### config.mk
export PLATFORM = sky130hd
export DESIGN_NAME = thermo_serial_if
export DESIGN_NICKNAME = d
export VERILOG_FILES = /design/src/rtl/thermo_pkg.sv /design/src/rtl/thermo_sensor_bank.sv /design/src/rtl/thermo_xfer_ctrl.sv /design/src/rtl/thermo_serial_if.sv
export SDC_FILE = /design/constraint.sdc
export NUM_CORES = 1
export LEC_CHECK = 0
export BUFFER_PORTS_ARGS = -buffer_cell sky130_fd_sc_hd__buf_2
export CORE_MARGIN = 3
export CORE_UTILIZATION = 57
export CTS_CLUSTER_DIAMETER = 100
export DETAILED_ROUTE_END_ITERATION = 6
export PLACE_DENSITY = 0.9
export SLEW_MARGIN = 10
export SYNTH_ARGS = -nofsm -noshare
export SYNTH_HDL_FRONTEND = slang
export SYNTH_HIERARCHICAL = 1
export SYNTH_SLANG_ARGS = --single-unit
### constraint.sdc
create_clock -name clk -period 2.4 [get_ports clk]
set_input_delay 0 -clock clk [delete_from_list [all_inputs] [get_ports clk]]
set_output_delay 0 -clock clk [all_outputs]
set_load 0.03 [all_outputs]
### src/rtl/thermo_pkg.sv
package thermo_pkg;
   localparam int CODE_W = 8;

   localparam logic [1:0] ADDR_CTRL  = 2'd0;
   localparam logic [1:0] ADDR_WBIT  = 2'd1;
   localparam logic [1:0] ADDR_RBITS = 2'd2;

   localparam logic [CODE_W-1:0] CTL_CLEAR   = 8'hA5;
   localparam logic [CODE_W-1:0] CTL_SCK_LO  = 8'h10;
   localparam logic [CODE_W-1:0] CTL_SCK_HI  = 8'h11;

   localparam logic [CODE_W-1:0] WB_ONE      = 8'h01;
   localparam logic [CODE_W-1:0] WB_RD_ARM   = 8'h80;

   localparam logic [CODE_W-1:0] OP_CONVERT  = 8'hEE;
   localparam logic [CODE_W-1:0] OP_GET_CFG  = 8'hAC;
   localparam logic [CODE_W-1:0] OP_GET_TEMP = 8'hAA;
endpackage

### src/rtl/thermo_sensor_bank.sv
module thermo_sensor_bank #(
   parameter int          NUM_SENSORS = 4,
   parameter int          CFG_W       = 8,
   parameter int          TEMP_W      = 9,
   parameter int          POS_W       = 5,
   parameter logic [CFG_W-1:0]  CFG_INIT  = 8'h02,
   parameter logic [TEMP_W-1:0] TEMP_INIT = 9'd44
) (
   input  logic                   clk,
   input  logic                   rst_n,
   input  logic [POS_W-1:0]       bit_pos,
   output logic [NUM_SENSORS-1:0] cfg_slice,
   output logic [NUM_SENSORS-1:0] temp_slice
);
   for (genvar s = 0; s < NUM_SENSORS; s++) begin : g_sensor
      logic [CFG_W-1:0]  cfg_q;
      logic [TEMP_W-1:0] temp_q;
      logic [CFG_W-1:0]  cfg_sh;
      logic [TEMP_W-1:0] temp_sh;

      always_ff @(posedge clk) begin
         if (!rst_n) begin
            cfg_q  <= CFG_INIT;
            temp_q <= TEMP_INIT;
         end else begin
            cfg_q  <= cfg_q;
            temp_q <= temp_q;
         end
      end

      always_comb begin
         cfg_sh  = cfg_q >> bit_pos;
         temp_sh = temp_q >> bit_pos;
      end

      assign cfg_slice[s]  = cfg_sh[0];
      assign temp_slice[s] = temp_sh[0];
   end
endmodule

### src/rtl/thermo_xfer_ctrl.sv
module thermo_xfer_ctrl
   import thermo_pkg::*;
#(
   parameter int CFG_LEN  = 8,
   parameter int TEMP_LEN = 9,
   parameter int POS_W    = 5,
   localparam int CMD_W   = CODE_W,
   localparam int CPOS_W  = $clog2(CMD_W + 1)
) (
   input  logic              clk,
   input  logic              rst_n,
   input  logic              ctl_we,
   input  logic              bit_we,
   input  logic              bits_re,
   input  logic [CODE_W-1:0] wcode,
   output logic [POS_W-1:0]  bit_pos,
   output logic              pick_cfg,
   output logic              pick_temp
);
   logic [CMD_W-1:0]  cmd_q;
   logic [CPOS_W-1:0] cmd_cnt_q;
   logic [POS_W-1:0]  pos_q;
   logic              sck_lo_q;
   logic [CMD_W-1:0]  cmd_next;
   logic              cmd_last;
   logic              rd_last;

   always_comb begin
      cmd_next = cmd_q | (CMD_W'(wcode == WB_ONE) << cmd_cnt_q);
      cmd_last = (cmd_cnt_q == CPOS_W'(CMD_W - 1));
      pick_cfg  = (cmd_q == OP_GET_CFG);
      pick_temp = (cmd_q == OP_GET_TEMP);
      rd_last = (pick_cfg  && pos_q == POS_W'(CFG_LEN - 1)) ||
                (pick_temp && pos_q == POS_W'(TEMP_LEN - 1));
   end

   always_ff @(posedge clk) begin
      if (!rst_n) begin
         cmd_q     <= '0;
         cmd_cnt_q <= '0;
         pos_q     <= '0;
         sck_lo_q  <= 1'b0;
      end else if (ctl_we) begin
         case (wcode)
            CTL_CLEAR: begin
               cmd_q     <= '0;
               cmd_cnt_q <= '0;
               pos_q     <= '0;
            end
            CTL_SCK_LO: sck_lo_q <= 1'b1;
            CTL_SCK_HI: sck_lo_q <= 1'b0;
            default: ;
         endcase
      end else if (bit_we) begin
         if (wcode == WB_RD_ARM) begin
            pos_q <= '0;
         end else if (sck_lo_q) begin
            if (cmd_cnt_q < CPOS_W'(CMD_W)) begin
               if (cmd_last && cmd_next == OP_CONVERT) begin
                  cmd_q     <= '0;
                  cmd_cnt_q <= '0;
                  pos_q     <= '0;
               end else begin
                  cmd_q     <= cmd_next;
                  cmd_cnt_q <= cmd_cnt_q + 1'b1;
               end
            end else begin
               pos_q <= pos_q + 1'b1;
            end
         end
      end else if (bits_re && (pick_cfg || pick_temp)) begin
         if (rd_last) begin
            cmd_q     <= '0;
            cmd_cnt_q <= '0;
            pos_q     <= '0;
         end else begin
            pos_q <= pos_q + 1'b1;
         end
      end
   end

   assign bit_pos = pos_q;


   cmd_cnt_bound_chk: assert property (@(posedge clk) disable iff (!rst_n)
      cmd_cnt_q <= CPOS_W'(CMD_W));


   ctl_clear_chk: assert property (@(posedge clk) disable iff (!rst_n)
      (ctl_we && wcode == CTL_CLEAR) |=> (cmd_q == '0 && cmd_cnt_q == '0 && pos_q == '0));


   rd_arm_chk: assert property (@(posedge clk) disable iff (!rst_n)
      (!ctl_we && bit_we && wcode == WB_RD_ARM) |=> (pos_q == '0));


   gated_off_chk: assert property (@(posedge clk) disable iff (!rst_n)
      (!ctl_we && bit_we && !sck_lo_q && wcode != WB_RD_ARM)
      |=> ($stable(cmd_q) && $stable(cmd_cnt_q) && $stable(pos_q)));


   rd_step_chk: assert property (@(posedge clk) disable iff (!rst_n)
      (!ctl_we && !bit_we && bits_re && (pick_cfg || pick_temp) && !rd_last)
      |=> (pos_q == $past(pos_q) + 1'b1));


   rd_end_chk: assert property (@(posedge clk) disable iff (!rst_n)
      (!ctl_we && !bit_we && bits_re && rd_last) |=> (cmd_q == '0 && pos_q == '0));


   rd_idle_chk: assert property (@(posedge clk) disable iff (!rst_n)
      (!ctl_we && !bit_we && bits_re && !pick_cfg && !pick_temp) |=> $stable(pos_q));
endmodule

### src/rtl/thermo_serial_if.sv
module thermo_serial_if
   import thermo_pkg::*;
#(
   parameter int NUM_SENSORS = 4,
   parameter int CFG_LEN     = 8,
   parameter int TEMP_LEN    = 9,
   parameter int CFG_INIT    = 2,
   parameter int TEMP_INIT   = 44,
   localparam int MAX_LEN    = (TEMP_LEN > CFG_LEN) ? TEMP_LEN : CFG_LEN,
   localparam int POS_W      = $clog2(MAX_LEN) + 1
) (
   input  logic              clk,
   input  logic              rst_n,
   input  logic              bus_wr,
   input  logic              bus_rd,
   input  logic [1:0]        bus_addr,
   input  logic [CODE_W-1:0] bus_wdata,
   output logic [CODE_W-1:0] bus_rdata
);
   if (NUM_SENSORS < 1 || NUM_SENSORS > CODE_W) begin : g_bad_count
      $error("NUM_SENSORS must lie in 1..CODE_W");
   end
   if (CFG_LEN < 2 || TEMP_LEN < 2) begin : g_bad_len
      $error("read lengths must be at least 2");
   end

   logic                   ctl_we, bit_we, bits_re, rd_go;
   logic [POS_W-1:0]       bit_pos;
   logic                   pick_cfg, pick_temp;
   logic [NUM_SENSORS-1:0] cfg_slice, temp_slice, slice;
   logic [CODE_W-1:0]      rdata_q;

   always_comb begin
      ctl_we  = bus_wr && (bus_addr == ADDR_CTRL);
      bit_we  = bus_wr && (bus_addr == ADDR_WBIT);
      rd_go   = bus_rd && !bus_wr;
      bits_re = rd_go && (bus_addr == ADDR_RBITS);
      slice   = pick_cfg ? cfg_slice : (pick_temp ? temp_slice : '0);
   end

   thermo_xfer_ctrl #(
      .CFG_LEN  (CFG_LEN),
      .TEMP_LEN (TEMP_LEN),
      .POS_W    (POS_W)
   ) u_xfer (
      .clk       (clk),
      .rst_n     (rst_n),
      .ctl_we    (ctl_we),
      .bit_we    (bit_we),
      .bits_re   (bits_re),
      .wcode     (bus_wdata),
      .bit_pos   (bit_pos),
      .pick_cfg  (pick_cfg),
      .pick_temp (pick_temp)
   );

   thermo_sensor_bank #(
      .NUM_SENSORS (NUM_SENSORS),
      .CFG_W       (CFG_LEN),
      .TEMP_W      (TEMP_LEN),
      .POS_W       (POS_W),
      .CFG_INIT    (CFG_LEN'(CFG_INIT)),
      .TEMP_INIT   (TEMP_LEN'(TEMP_INIT))
   ) u_bank (
      .clk        (clk),
      .rst_n      (rst_n),
      .bit_pos    (bit_pos),
      .cfg_slice  (cfg_slice),
      .temp_slice (temp_slice)
   );

   always_ff @(posedge clk) begin
      if (!rst_n) rdata_q <= '0;
      else if (rd_go) rdata_q <= bits_re ? CODE_W'(slice) : '0;
   end

   assign bus_rdata = rdata_q;


   rdata_hold_chk: assert property (@(posedge clk) disable iff (!rst_n)
      !rd_go |=> $stable(bus_rdata));


   other_addr_zero_chk: assert property (@(posedge clk) disable iff (!rst_n)
      (rd_go && bus_addr != ADDR_RBITS) |=> (bus_rdata == '0));
endmodule

==> results of run 1 <==
-- per-stage QoR --
stage / instances / setup slack [ns] / utilization [%] / hold slack, ns / area [um^2]
6_report: 223 / 0.221 / 65.4 / 0.0269 / 1670
5_1_grt: 223 / 0.0462 / 65.4 / 0.0437 / 1670
4_1_cts: 223 / 0.238 / 65.4 / 0.0235 / 1670
3_5_place_dp: 219 / 0.260 / 64.0 / 0.369 / 1630
3_3_place_gp: 219 / 0.357 / 64.0 / 0.349 / 1630
2_1_floorplan: 184 / 0.435 / - / 0.150 / 1580
-- synthesized netlist by cell type (2+ instances only) --
cell and count:
sky130_fd_sc_hd__a211oi_1 2, sky130_fd_sc_hd__a211oi_2 2, sky130_fd_sc_hd__a21boi_0 3, sky130_fd_sc_hd__a21boi_1 2, sky130_fd_sc_hd__a21o_1 2, sky130_fd_sc_hd__a22oi_1 4
sky130_fd_sc_hd__a31oi_1 3, sky130_fd_sc_hd__a41oi_1 2, sky130_fd_sc_hd__and2_1 2, sky130_fd_sc_hd__buf_4 10, sky130_fd_sc_hd__clkbuf_1 3, sky130_fd_sc_hd__dfxtp_1 22
sky130_fd_sc_hd__ha_1 3, sky130_fd_sc_hd__inv_1 11, sky130_fd_sc_hd__mux2i_1 3, sky130_fd_sc_hd__nand2_1 13, sky130_fd_sc_hd__nand2b_1 6, sky130_fd_sc_hd__nand3_1 9
sky130_fd_sc_hd__nand3b_1 2, sky130_fd_sc_hd__nand4_1 7, sky130_fd_sc_hd__nor2_1 8, sky130_fd_sc_hd__nor2b_1 6, sky130_fd_sc_hd__nor3_1 5, sky130_fd_sc_hd__nor3b_1 3
sky130_fd_sc_hd__nor4b_4 2, sky130_fd_sc_hd__o21ai_0 8, sky130_fd_sc_hd__o22ai_1 4, sky130_fd_sc_hd__o2bb2ai_1 3, sky130_fd_sc_hd__or3_1 2
-- final timing paths --
path | slack (ns) | start | cells past startpoint | to
min reg2reg | 0.47 | bus_rdata[2]$_SDFFE_PN0P_ | 1 | bus_rdata[2]$_SDFFE_PN0P_
min | 0.03 | bus_rd | 3 | bus_rdata[2]$_SDFFE_PN0P_
max | 0.22 | u_xfer/bit_pos[0]$_SDFFE_PN0P_ | 7 | u_xfer/cmd_cnt_q[2]$_SDFFE_PN0P_
max reg2reg | 0.22 | u_xfer/bit_pos[0]$_SDFFE_PN0P_ | 7 | u_xfer/cmd_cnt_q[2]$_SDFFE_PN0P_
-- sequential cells by signal, indices dropped and copies added, names as in the netlist --
name and flops:
bus_rdata 4, u_xfer/cmd_cnt_q 4, u_xfer/cmd_q 8, u_xfer/sck_lo_q 1
u_xfer/bit_pos 5
-- logic make-up (layout without fill, tap and decap cells) --
| family | after synthesis | after routing |
|---|---|---|
| AND/OR/NAND/NOR | 79 | 79 |
| AO/OA/AOI/OAI | 47 | 47 |
| buffers and inverters | 25 | 34 |
| flip-flops | 22 | 22 |
| adder cells (fa/ha/maj) | 3 | 3 |
| multiplexers | 3 | 3 |
| other | 1 | 4 |
| XOR/XNOR | 1 | 1 |
-- worst register-to-register path: cells and delay by family (launching register included) --
family | cells | cell delay (ns)
simple gates | 3 | 0.71
fa+ha+maj | 1 | 0.26
compound gates | 3 | 0.70
flops | 1 | 0.46
-- power by group through the flow --
stage | Clock (uW) | Sequential (uW) | Combinational [uW]
3_5_place_dp | 0 | 376 | 73.7
6_report | 210 | 368 | 75.3
2_1_floorplan | 0 | 375 | 54.8
3_3_place_gp | 0 | 376 | 70.5
4_1_cts | 212 | 368 | 74.1
5_1_grt | 227 | 368 | 82.1
-- metal layers --
metal,share of wire [%],track usage (%)
met1,41,29.5
met4,1.6,6.29
met2,51,42.3
met3,6.0,4.82
met5,0,0
-- cell type report --
type | instances | area (um^2)
sequential | 22 | 440
multi-input combinational | 137 | 1010
timing repair buffer | 19 | 100
clock buffer | 4 | 36.3
inverter | 11 | 41.3
tap | 30 | 37.5
fill | 225 | 880
==> results.md, run 1 <==
* **wirelength, routed** 3.71 mm
* **Final Hold Fails** 0
* **area of the die** 3420 um^2
* **highest-count cells in the layout ignoring fill and taps** sky130_fd_sc_hd__dfxtp_1, sky130_fd_sc_hd__buf_2, sky130_fd_sc_hd__nand2_1
* **multiplexer area fraction after synthesis** 1.91%
* **total grt overflow** 0
* **cell-internal power** 484 uW
* **via total after detailed routing** 1,438
* **Yosys top cell area share** 28.0%
* **largest net degree at the start of global routing** 23
* **Synth Area in Adders** 2.39%
* **maximum clock skew at final layout** 0.00651 ns
* **floorplan core area** 2540 um^2
* **detailed placer's ending HPWL** 2.79 mm
* **Top FF cell, synth** sky130_fd_sc_hd__dfxtp_1
* **portion of the post-synthesis area used by sequential elements** 28.0%
* **Remaining DRCs** 0
* **vertical extent of the die** 58.5 um
* **compound-cell area share of the yosys netlist** 24.0%
* **library cell with the largest summed area after synthesis** sky130_fd_sc_hd__dfxtp_1
* **part of the total power dissipated in combinational logic** 11.5%
* **unrepaired setup endpoints after global routing** false
* **CTS max path bufs** 2
* **Switching Power** 169 uW
* **clock buffer count from CTS** 3
* **total power draw** 653 uW
* **fraction of power spent switching nets** 25.8%
* **final period utilization** 90.8%
* **clock tree from TritonCTS** yes
* **WL/cell** 16.6 um
* **H-tree depth** 1
* **Skew-Pair Late Insertion Delay** 0.31 ns
* **Die X** 58.5 um
* **maximum resistive drop on vdd** 0.000406 V
* **total power per unit cell area** 392 nW/um^2
* **initial antenna violation count** 0
* **data arrival time of the critical path** 2.44 ns
* **required time worst endpoint** 2.66 ns
* **most common cell after layout, fill and taps aside** sky130_fd_sc_hd__dfxtp_1
* **largest family of logic cells by synthesized area** simple AND/OR/NAND/NOR gates
* **dominant cells by area after synthesis** sky130_fd_sc_hd__dfxtp_1, sky130_fd_sc_hd__buf_4, sky130_fd_sc_hd__nand2_1
* **slowest stage cell on the critical path** sky130_fd_sc_hd__dfxtp_1
* **Vias/cell** 6.45
* **Max-Slew Margin vs Limit** 56.4%
* **max-capacitance violation count** 0
* **final-report max-slew violation count** 0
* **final net count** 211
* **simple-gate share of the synthesized area** 34.4%
* **top achievable clock speed** 0.459 GHz
* **startpoint types** flop
* **sequential fraction of design power** 56.3%
* **Yosys Warn Count** 6
* **crit path capture type** flop
* **DRT antenna net count** 0
* **number of synthesized flops with an enable pin** 0
* **clock slew at reported path FFs** 0.13 ns
* **count of routing violations after the opening detailed-route iteration** 50
* **fraction of registers with async set or reset after synthesis** 0%
* **Initial DRT Pass Iterations** 6
* **global placer's final weighted congestion** 0.917
* **average cell area after synthesis** 8.68 um^2
* **synthesized flop and latch total** 22
* **clock network fraction of design power** 32.2%
* **Final Setup Violations** 0
* **layout cell share with drive strength beyond 1** 19.2%
* **buffer and inverter count on the worst path** 0
* **final sum of negative setup slack** 0 ns
* **Largest delay share family, worst path** simple AND/OR/NAND/NOR gates
* **Hold Crit Class** primary input to flop
* **Initial Utilization** 61.8%
* **outcome** finished clean
* **clock net sink count** 22
* **number of buffer cells added on primary ports** 17
* **cell area after synthesis** 1570 um^2
* **critical-path cell list** ha_1 > nand4b_1 > o22a_1 > o31ai_4 > nand3_4 > or4_1 > a21boi_1
* **share of the synthesized netlist area taken by xor and xnor gates** 0.557%
* **hold_buf cts** 0
* **wire length of the first global-routing pass** 6.47 mm
* **post_cts resized** 0
* **Crit path largest cell delay** 0.46 ns
* **Static Leakage** 0.000555 uW
* **GRT Total Usage** 24.0%
* **Ports** 22
* **Min Clock Period, post-route** 2.18 ns
* **Clk Tree Root Cell** sky130_fd_sc_hd__clkbuf_4
* **Area growth syn-to-layout** 5.97%
* **Cell variety after synth** 58
* **count of mapped cells out of synthesis** 181
* **vias in the first global route** 1,407
* **number of setup buffers added after CTS** 0
* **Core Rows** 18
* **critical path fanouts, max** 8
* **type of the worst setup path** flop to flop
* **Worst Tran Pin Value** 0.648 ns
* **Antenna diodes** 0
Note: power is estimated with default switching activity, not from simulation.
==> run 2, diff against run 1 <==
- PLACE_DENSITY: 0.9 -> 0.76
==> run 2 against run 1 <==
Non-clock buffer count shrank 1. Critical path depth is the same. Worst setup slack improved by 0.017 ns. Fmax increased by 0.79%. Routed wire length is 12% lower. Via count fell by 4.4%. Hold slack gained 0.010 ns. Clock skew fell by 0.00068 ns. Die area stayed put. Largest cell class unchanged.
==> results.md, run 2 (same netlist as run 1, synthesis figures left out) <==
* **number of stages on the worst hold path** 3, unchanged
* **buffer and inverter count on the worst path** 0, unchanged
* **count of routing violations after the opening detailed-route iteration** 92, +84%
* **fill cell instance count of the final layout** 225, unchanged
* **clock slew at reported path FFs** 0.13 ns, about the same
* **Static Leakage** 0.000549 uW, -0.98%
* **CTS max path bufs** 2, unchanged
* **final sum of negative setup slack** 0 ns, unchanged
* **floorplan core area** 2540 um^2, unchanged
* **total power per unit cell area** 390 nW/um^2, -0.54%
* **sequential fraction of design power** 56.9%, +0.6 points
* **critical-path cell list** ha_1 > nand4b_1 > o22a_1 > o31ai_4 > nand3_4 > or4_1 > a21boi_1
* **Hold Crit Start** bus_rd
* **number of flip-flops in the largest register** 8, unchanged
* **final net count** 210, -0.47%
* **hold worst-path end** bus_rdata[1]$_SDFFE_PN0P_
* **top achievable clock speed** 0.463 GHz, +0.79%
* **Die X** 58.5 um, unchanged
* **unrepaired setup endpoints after global routing** false
* **maximum clock skew at final layout** 0.00583 ns, -0.000678 ns
* **clock network fraction of design power** 31.6%, -0.6 points
* **post_cts resized** 0, unchanged
* **vias in the first global route** 1,201, -15%
* **H-tree depth** 1, unchanged
* **wire length of the first global-routing pass** 5.51 mm, -15%
* **setup slack, reg-to-reg** 0.24 ns, +0.02 ns
* **type of the worst setup path** flop to flop
* **slowest stage cell on the critical path** sky130_fd_sc_hd__dfxtp_1
* **cell-internal power** 484 uW, about the same
* **clock net sink count** 22, unchanged
* **layout cell share with drive strength beyond 1** 18.8%, -0.42 points
* **number of setup buffers added after CTS** 0, unchanged
* **final period utilization** 90.1%, -0.71 points
* **Remaining DRCs** 0, unchanged
* **maximum resistive drop on vdd** 0.000271 V, -33%
* **Min Clock Period, post-route** 2.16 ns, -0.0171 ns
* **Crit path largest cell delay** 0.45 ns, about the same
* **RR Endpoint** u_xfer/cmd_cnt_q[2]$_SDFFE_PN0P_
* **Core Rows** 18, unchanged
* **critical path fanouts, max** 8, unchanged
* **Skew-Pair Late Insertion Delay** 0.30 ns, about the same
* **final-report max-slew violation count** 0, unchanged
* **Initial DRT Pass Iterations** 4, -2
* **area of the die** 3420 um^2, unchanged
* **Final Hold Fails** 0, unchanged
* **WL/cell** 14.7 um, -11%
* **crit path capture type** flop
* **Reg with most FFs** u_xfer/cmd_q
* **Area growth syn-to-layout** 5.49%
* **wirelength, routed** 3.27 mm, -12%
* **beginning of the worst register-to-register path** u_xfer/bit_pos[0]$_SDFFE_PN0P_
* **clock tree from TritonCTS** yes
* **part of the total power dissipated in combinational logic** 11.5%, about the same
* **clock buffer count from CTS** 3, unchanged
* **DRT antenna net count** 0, unchanged
* **number of buffer cells added on primary ports** 17, unchanged
* **most common cell after layout, fill and taps aside** sky130_fd_sc_hd__dfxtp_1
* **startpoint types** flop
* **met3 wire length** 258 um, +16%
* **Max-Slew Margin vs Limit** 55.8%, -0.57 points
* **outcome** finished clean
* **initial antenna violation count** 0, unchanged
* **Non-Filler Cell Area, Final** 1660 um^2, -0.45%
* **GRT Total Usage** 20.3%, -3.7 points
* **largest net degree at the start of global routing** 23, unchanged
* **Met1 Wirelength** 1.59 mm, +4.9%
* **Ports** 22, unchanged
* **Largest delay share family, worst path** simple AND/OR/NAND/NOR gates
* **total grt overflow** 0, unchanged
* **required time worst endpoint** 2.64 ns, -0.02 ns
* **Vias/cell** 6.19, -4.0%
* **vertical extent of the die** 58.5 um, unchanged
* **data arrival time of the critical path** 2.40 ns, -0.04 ns
* **Hold Crit Class** primary input to flop
* **met2 wire len** 1.41 mm, -26%
* **Switching Power** 162 uW, -3.6%
* **hold_buf cts** 0, unchanged
* **detailed placer's ending HPWL** 2.49 mm, -11%
* **Antenna diodes** 0, unchanged
* **Initial Utilization** 61.8%, unchanged
* **max-capacitance violation count** 0, unchanged
* **Placed Instance Area** 1620 um^2, -0.46%
* **fraction of power spent switching nets** 25.1%, -0.69 points
* **Clk Tree Root Cell** sky130_fd_sc_hd__clkbuf_4
* **via total after detailed routing** 1,375, -4.4%
* **Util after Layout** 65.1%, -0.30 points
* **highest-count cells in the layout ignoring fill and taps** sky130_fd_sc_hd__dfxtp_1, sky130_fd_sc_hd__buf_2, sky130_fd_sc_hd__nand2_1
* **r2r worst-path depth** 7, unchanged
* **highest metal layer with signal wires** met4
* **Final Setup Violations** 0, unchanged
* **global placer's final weighted congestion** 0.916, about the same
* **Worst Tran Pin Value** 0.657 ns, +0.00846 ns
-- run 2: cell count changes in the layout (fill, tap and decap cells not counted) --
cell / delta
sky130_fd_sc_hd__buf_4: -1
-- run 2: metal layers --
metal	vias to the layer above	GRT usage, %
met2	53	29.0
met4	0	3.97
met3	2	2.63
li1	686	-
met5	-	0
met1	634	32.1
-- run 2: worst max-delay path by stage --
stage,start,endpoint,slack [ns],cells past startpoint
finish,u_xfer/bit_pos[0]$_SDFFE_PN0P_,u_xfer/cmd_cnt_q[2]$_SDFFE_PN0P_,0.24,7
global route,u_xfer/cmd_cnt_q[3]$_SDFFE_PN0P_,u_xfer/cmd_q[6]$_SDFFE_PN0P_,0.09,6
CTS,u_xfer/bit_pos[0]$_SDFFE_PN0P_,u_xfer/cmd_cnt_q[2]$_SDFFE_PN0P_,0.26,7
detailed placement,u_xfer/bit_pos[0]$_SDFFE_PN0P_,u_xfer/cmd_cnt_q[2]$_SDFFE_PN0P_,0.29,7
global placement,u_xfer/bit_pos[0]$_SDFFE_PN0P_,u_xfer/cmd_cnt_q[2]$_SDFFE_PN0P_,0.36,7
floorplan,u_xfer/bit_pos[0]$_SDFFE_PN0P_,u_xfer/cmd_cnt_q[2]$_SDFFE_PN0P_,0.43,7
-- run 2: area by class of cell --
class / instances / area, um^2 / share of cell area, %
repair buffers: 18 / 92.6 / 5.58
multi-input cells: 137 / 1010 / 60.9
well taps: 30 / 37.5 / 2.26
clock buffers: 4 / 36.3 / 2.19
inverters: 11 / 41.3 / 2.49
flip-flops and latches: 22 / 440 / 26.6
-- run 2: tightest hold or removal path: stages --
cell and delay [ns]:
sky130_fd_sc_hd__buf_2 0.09, sky130_fd_sc_hd__a21boi_1 0.10, sky130_fd_sc_hd__o2bb2ai_1 0.12
-- run 2: through the flow --
stage	setup slack, ns	cells	total power (uW)	hold WS, ns
after detailed placement	0.294	218	449	0.369
after floorplan	0.435	184	430	0.150
after global placement	0.357	218	447	0.356
after global routing	0.0878	222	683	0.0489
final	0.238	222	647	0.0371
after CTS	0.261	222	657	0.0296
-- run 2: power by group through the flow --
stage	registers (uW)	logic, uW	clock network (uW)
after floorplan	375	54.8	0
after global placement	376	71.7	0
after detailed placement	376	73.7	0
after CTS	368	73.8	215
after global routing	368	81.2	233
final	368	74.4	205
==> run 3, diff against run 2 <==
- CORE_UTILIZATION: 57 -> 55
- PLACE_DENSITY: 0.76 -> 0.75
- SETUP_SLACK_MARGIN: not set -> 0.4
- SYNTH_HIERARCHICAL: 1 -> not set
==> run 3 against run 2 <==
Routed wire length fell by 7.6%. Power down 16%. Register-to-register slack improved by 0.27 ns. Die area shrank 14%. Count of clock-buffer cells in the layout unchanged. Critical endpoint is now u_xfer.bit_pos[2]$_SDFFE_PN0P_. Sequential share of layout area increased by 0.88 points. Clock skew increased by 0.0016 ns. Largest cell class unchanged. Via count is 9.2% lower. Final cell count down 13%. Combinational power shrank 17%. Global-route usage increased by 3.6 points.
==> results.md, run 3 <==
* **final sum of negative setup slack** 0 ns, unchanged
* **Hold Crit Class** primary input to flop
* **Area growth syn-to-layout** 8.78%
* **top achievable clock speed** 0.529 GHz, +14%
* **part of the total power dissipated in combinational logic** 11.4%, about the same
* **Max-Slew Margin vs Limit** 59.1%, +3.2 points
* **number of setup buffers added after CTS** 0, unchanged
* **crit path capture type** flop
* **GRT Total Usage** 23.9%, +3.6 points
* **detailed placer's ending HPWL** 2.31 mm, -7.3%
* **Min Clock Period, post-route** 1.89 ns, -0.272 ns
* **number of synthesized flops with an enable pin** 0, unchanged
* **Vias/cell** 6.43, +3.9%
* **type of the worst setup path** flop to flop
* **count of routing violations after the opening detailed-route iteration** 57, -38%
* **fraction of power spent switching nets** 26.1%, +0.97 points
* **average cell area after synthesis** 8.38 um^2, -3.5%
* **maximum clock skew at final layout** 0.00739 ns, +0.00155 ns
* **clock net sink count** 19, -14%
* **Initial DRT Pass Iterations** 4, unchanged
* **WL/cell** 15.6 um, +5.7%
* **wire length of the first global-routing pass** 5.15 mm, -6.6%
* **clock buffer count from CTS** 3, unchanged
* **final period utilization** 78.7%, -11 points
* **Post-Layout Cell Count** 194, -13%
* **Antenna diodes** 0, unchanged
* **number of flip-flops in the largest register** 8, unchanged
* **dominant cells by area after synthesis** sky130_fd_sc_hd__dfxtp_1, sky130_fd_sc_hd__a31oi_1, sky130_fd_sc_hd__buf_4
* **global placer's final weighted congestion** 0.873, -4.8%
* **Cell variety after synth** 50, -14%
* **total power per unit cell area** 390 nW/um^2, about the same
* **Skew-Pair Late Insertion Delay** 0.31 ns, about the same
* **fill cell instance count of the final layout** 179, -20%
* **Reg with most FFs** u_xfer.cmd_q
* **Switching Power** 142 uW, -13%
* **Remaining DRCs** 0, unchanged
* **max-capacitance violation count** 0, unchanged
* **Yosys Warn Count** 0, -6
* **data arrival time of the critical path** 2.14 ns, -0.26 ns
* **outcome** finished clean
* **H-tree depth** 1, unchanged
* **initial antenna violation count** 0, unchanged
* **Final Setup Violations** 0, unchanged
* **cell count after placement** 190, -13%
* **layout cell share with drive strength beyond 1** 21.0%, +2.2 points
* **DRT antenna net count** 0, unchanged
* **vias in the first global route** 1,178, -1.9%
* **synthesized flop and latch total** 19, -14%
* **Static Leakage** 0.000527 uW, -4.1%
* **top post-synthesis cells by count** sky130_fd_sc_hd__dfxtp_1, sky130_fd_sc_hd__nor2_1, sky130_fd_sc_hd__a31oi_1
* **clock network fraction of design power** 30.3%, -1.3 points
* **final net count** 185, -12%
* **pre-CTS setup slack** 0.415 ns, +0.121 ns
* **Initial Utilization** 61.6%, -0.15 points
* **startpoint types** flop
* **CTS max path bufs** 2, unchanged
* **critical path fanouts, max** 7, -1
* **number of buffer cells added on primary ports** 17, unchanged
* **Die X** 54.3 um, -7.2%
* **maximum resistive drop on vdd** 0.000322 V, +19%
* **final-report max-slew violation count** 0, unchanged
* **Ports** 22, unchanged
* **clock tree from TritonCTS** yes
* **Final Hold Fails** 0, unchanged
* **sequential fraction of design power** 58.4%, +1.5 points
* **via total after detailed routing** 1,248, -9.2%
* **Worst Tran Pin Value** 0.613 ns, -0.0443 ns
* **unrepaired setup endpoints after global routing** false
* **final setup margin** 0.510 ns, +0.272 ns
* **area of the die** 2950 um^2, -14%
* **clock slew at reported path FFs** 0.11 ns, -0.02 ns
* **Yosys top cell area share** 29.7%, +1.6 points
* **Core Rows** 16, -2
* **r2r worst-path depth** 6, -1
* **cell-internal power** 402 uW, -17%
* **cell area after synthesis** 1280 um^2, -18%
* **total grt overflow** 0, unchanged
* **portion of the post-synthesis area used by sequential elements** 29.7%, +1.6 points
* **Clk Tree Root Cell** sky130_fd_sc_hd__clkbuf_4
* **Top FF cell, synth** sky130_fd_sc_hd__dfxtp_1
* **library cell with the largest summed area after synthesis** sky130_fd_sc_hd__dfxtp_1
* **count of mapped cells out of synthesis** 153, -15%
* **wirelength, routed** 3.02 mm, -7.6%
* **highest-count cells in the layout ignoring fill and taps** sky130_fd_sc_hd__dfxtp_1, sky130_fd_sc_hd__buf_2, sky130_fd_sc_hd__nor2_1
* **floorplan core area** 2080 um^2, -18%
* **required time worst endpoint** 2.65 ns, about the same
* **fraction of registers with async set or reset after synthesis** 0%, unchanged
* **largest net degree at the start of global routing** 13, -43%
* **vertical extent of the die** 54.3 um, -7.2%
* **number of stages on the worst hold path** 2, -1
* **most common cell in the netlist** sky130_fd_sc_hd__dfxtp_1
## run 3: layout make-up
| class | count | area, um^2 | area share, % |
|---|---|---|---|
| timing repair buffer | 17 | 85.1 | 6.10 |
| multi-input combinational | 121 | 845 | 60.5 |
| inverter | 6 | 22.5 | 1.61 |
| tap | 27 | 33.8 | 2.42 |
| clock buffer | 4 | 26.3 | 1.88 |
| sequential | 19 | 383 | 27.4 |
## run 3: worst max-delay path, stage by stage, from the launching register on
cell and delay, ns:
sky130_fd_sc_hd__dfxtp_1 0.47, sky130_fd_sc_hd__xor2_1 0.22, sky130_fd_sc_hd__nand4b_1 0.18, sky130_fd_sc_hd__a32o_2 0.34, sky130_fd_sc_hd__or3b_1 0.38, sky130_fd_sc_hd__a21oi_1 0.16
sky130_fd_sc_hd__a21o_1 0.10
## run 3: per-stage QoR
stage / power [uW] / hold slack [ns] / utilization (%) / area [um^2]
finish: 545 / 0.0587 / 67.0 / 1400
global route: 571 / 0.0624 / 67.0 / 1400
CTS: 544 / 0.0401 / 65.7 / 1370
detailed placement: 384 / 0.374 / 64.4 / 1340
global placement: 382 / 0.363 / 64.4 / 1340
floorplan: 365 / 0.243 / - / 1290
## run 3: final timing paths
kind / from / endpoint / slack (ns)
min reg2reg: u_xfer.cmd_cnt_q[2]$_SDFFE_PN0P_ / u_xfer.cmd_cnt_q[2]$_SDFFE_PN0P_ / 0.52
max reg2reg: u_xfer.cmd_q[2]$_SDFFE_PN0P_ / u_xfer.bit_pos[2]$_SDFFE_PN0P_ / 0.51
max: u_xfer.cmd_q[2]$_SDFFE_PN0P_ / u_xfer.bit_pos[2]$_SDFFE_PN0P_ / 0.51
min: rst_n / u_xfer.cmd_cnt_q[0]$_SDFFE_PN0P_ / 0.06
## run 3: kinds of logic after synthesis
| logic type | count (synthesis) | synth area share, % |
|---|---|---|
| buffers and inverters | 16 | 7.41 |
| and+or+nand+nor | 68 | 33.3 |
| other | 1 | 0.292 |
| AOI/OAI and AO/OA | 43 | 24.3 |
| DFF | 19 | 29.7 |
| muxes | 1 | 0.781 |
| adders and majority gates | 3 | 2.93 |
| xor gates and xnor gates | 2 | 1.37 |
## run 3: routing by layer
layer | vias up | GRT usage (%) | part of all wire, %
met1 | 581 | 29.8 | 44
met4 | 0 | 7.05 | 2.1
li1 | 605 | - | -
met3 | 11 | 4.09 | 7.3
met2 | 51 | 41.6 | 47
met5 | - | 0 | 0
## run 3: power groups by stage
stage,combinational [uW],clock (uW),sequential [uW]
final,62.0,165,318
after global routing,68.7,184,318
after CTS,59.0,168,318
after detailed placement,58.9,0,325
after global placement,57.0,0,325
after floorplan,40.1,0,324
## run 3: what timing repair did
action / CTS / global route
setup endpoints to repair: 1 / 17
pin swaps: 0 / 0
hold buffers: 0 / 0
resized for setup: 1 / 7
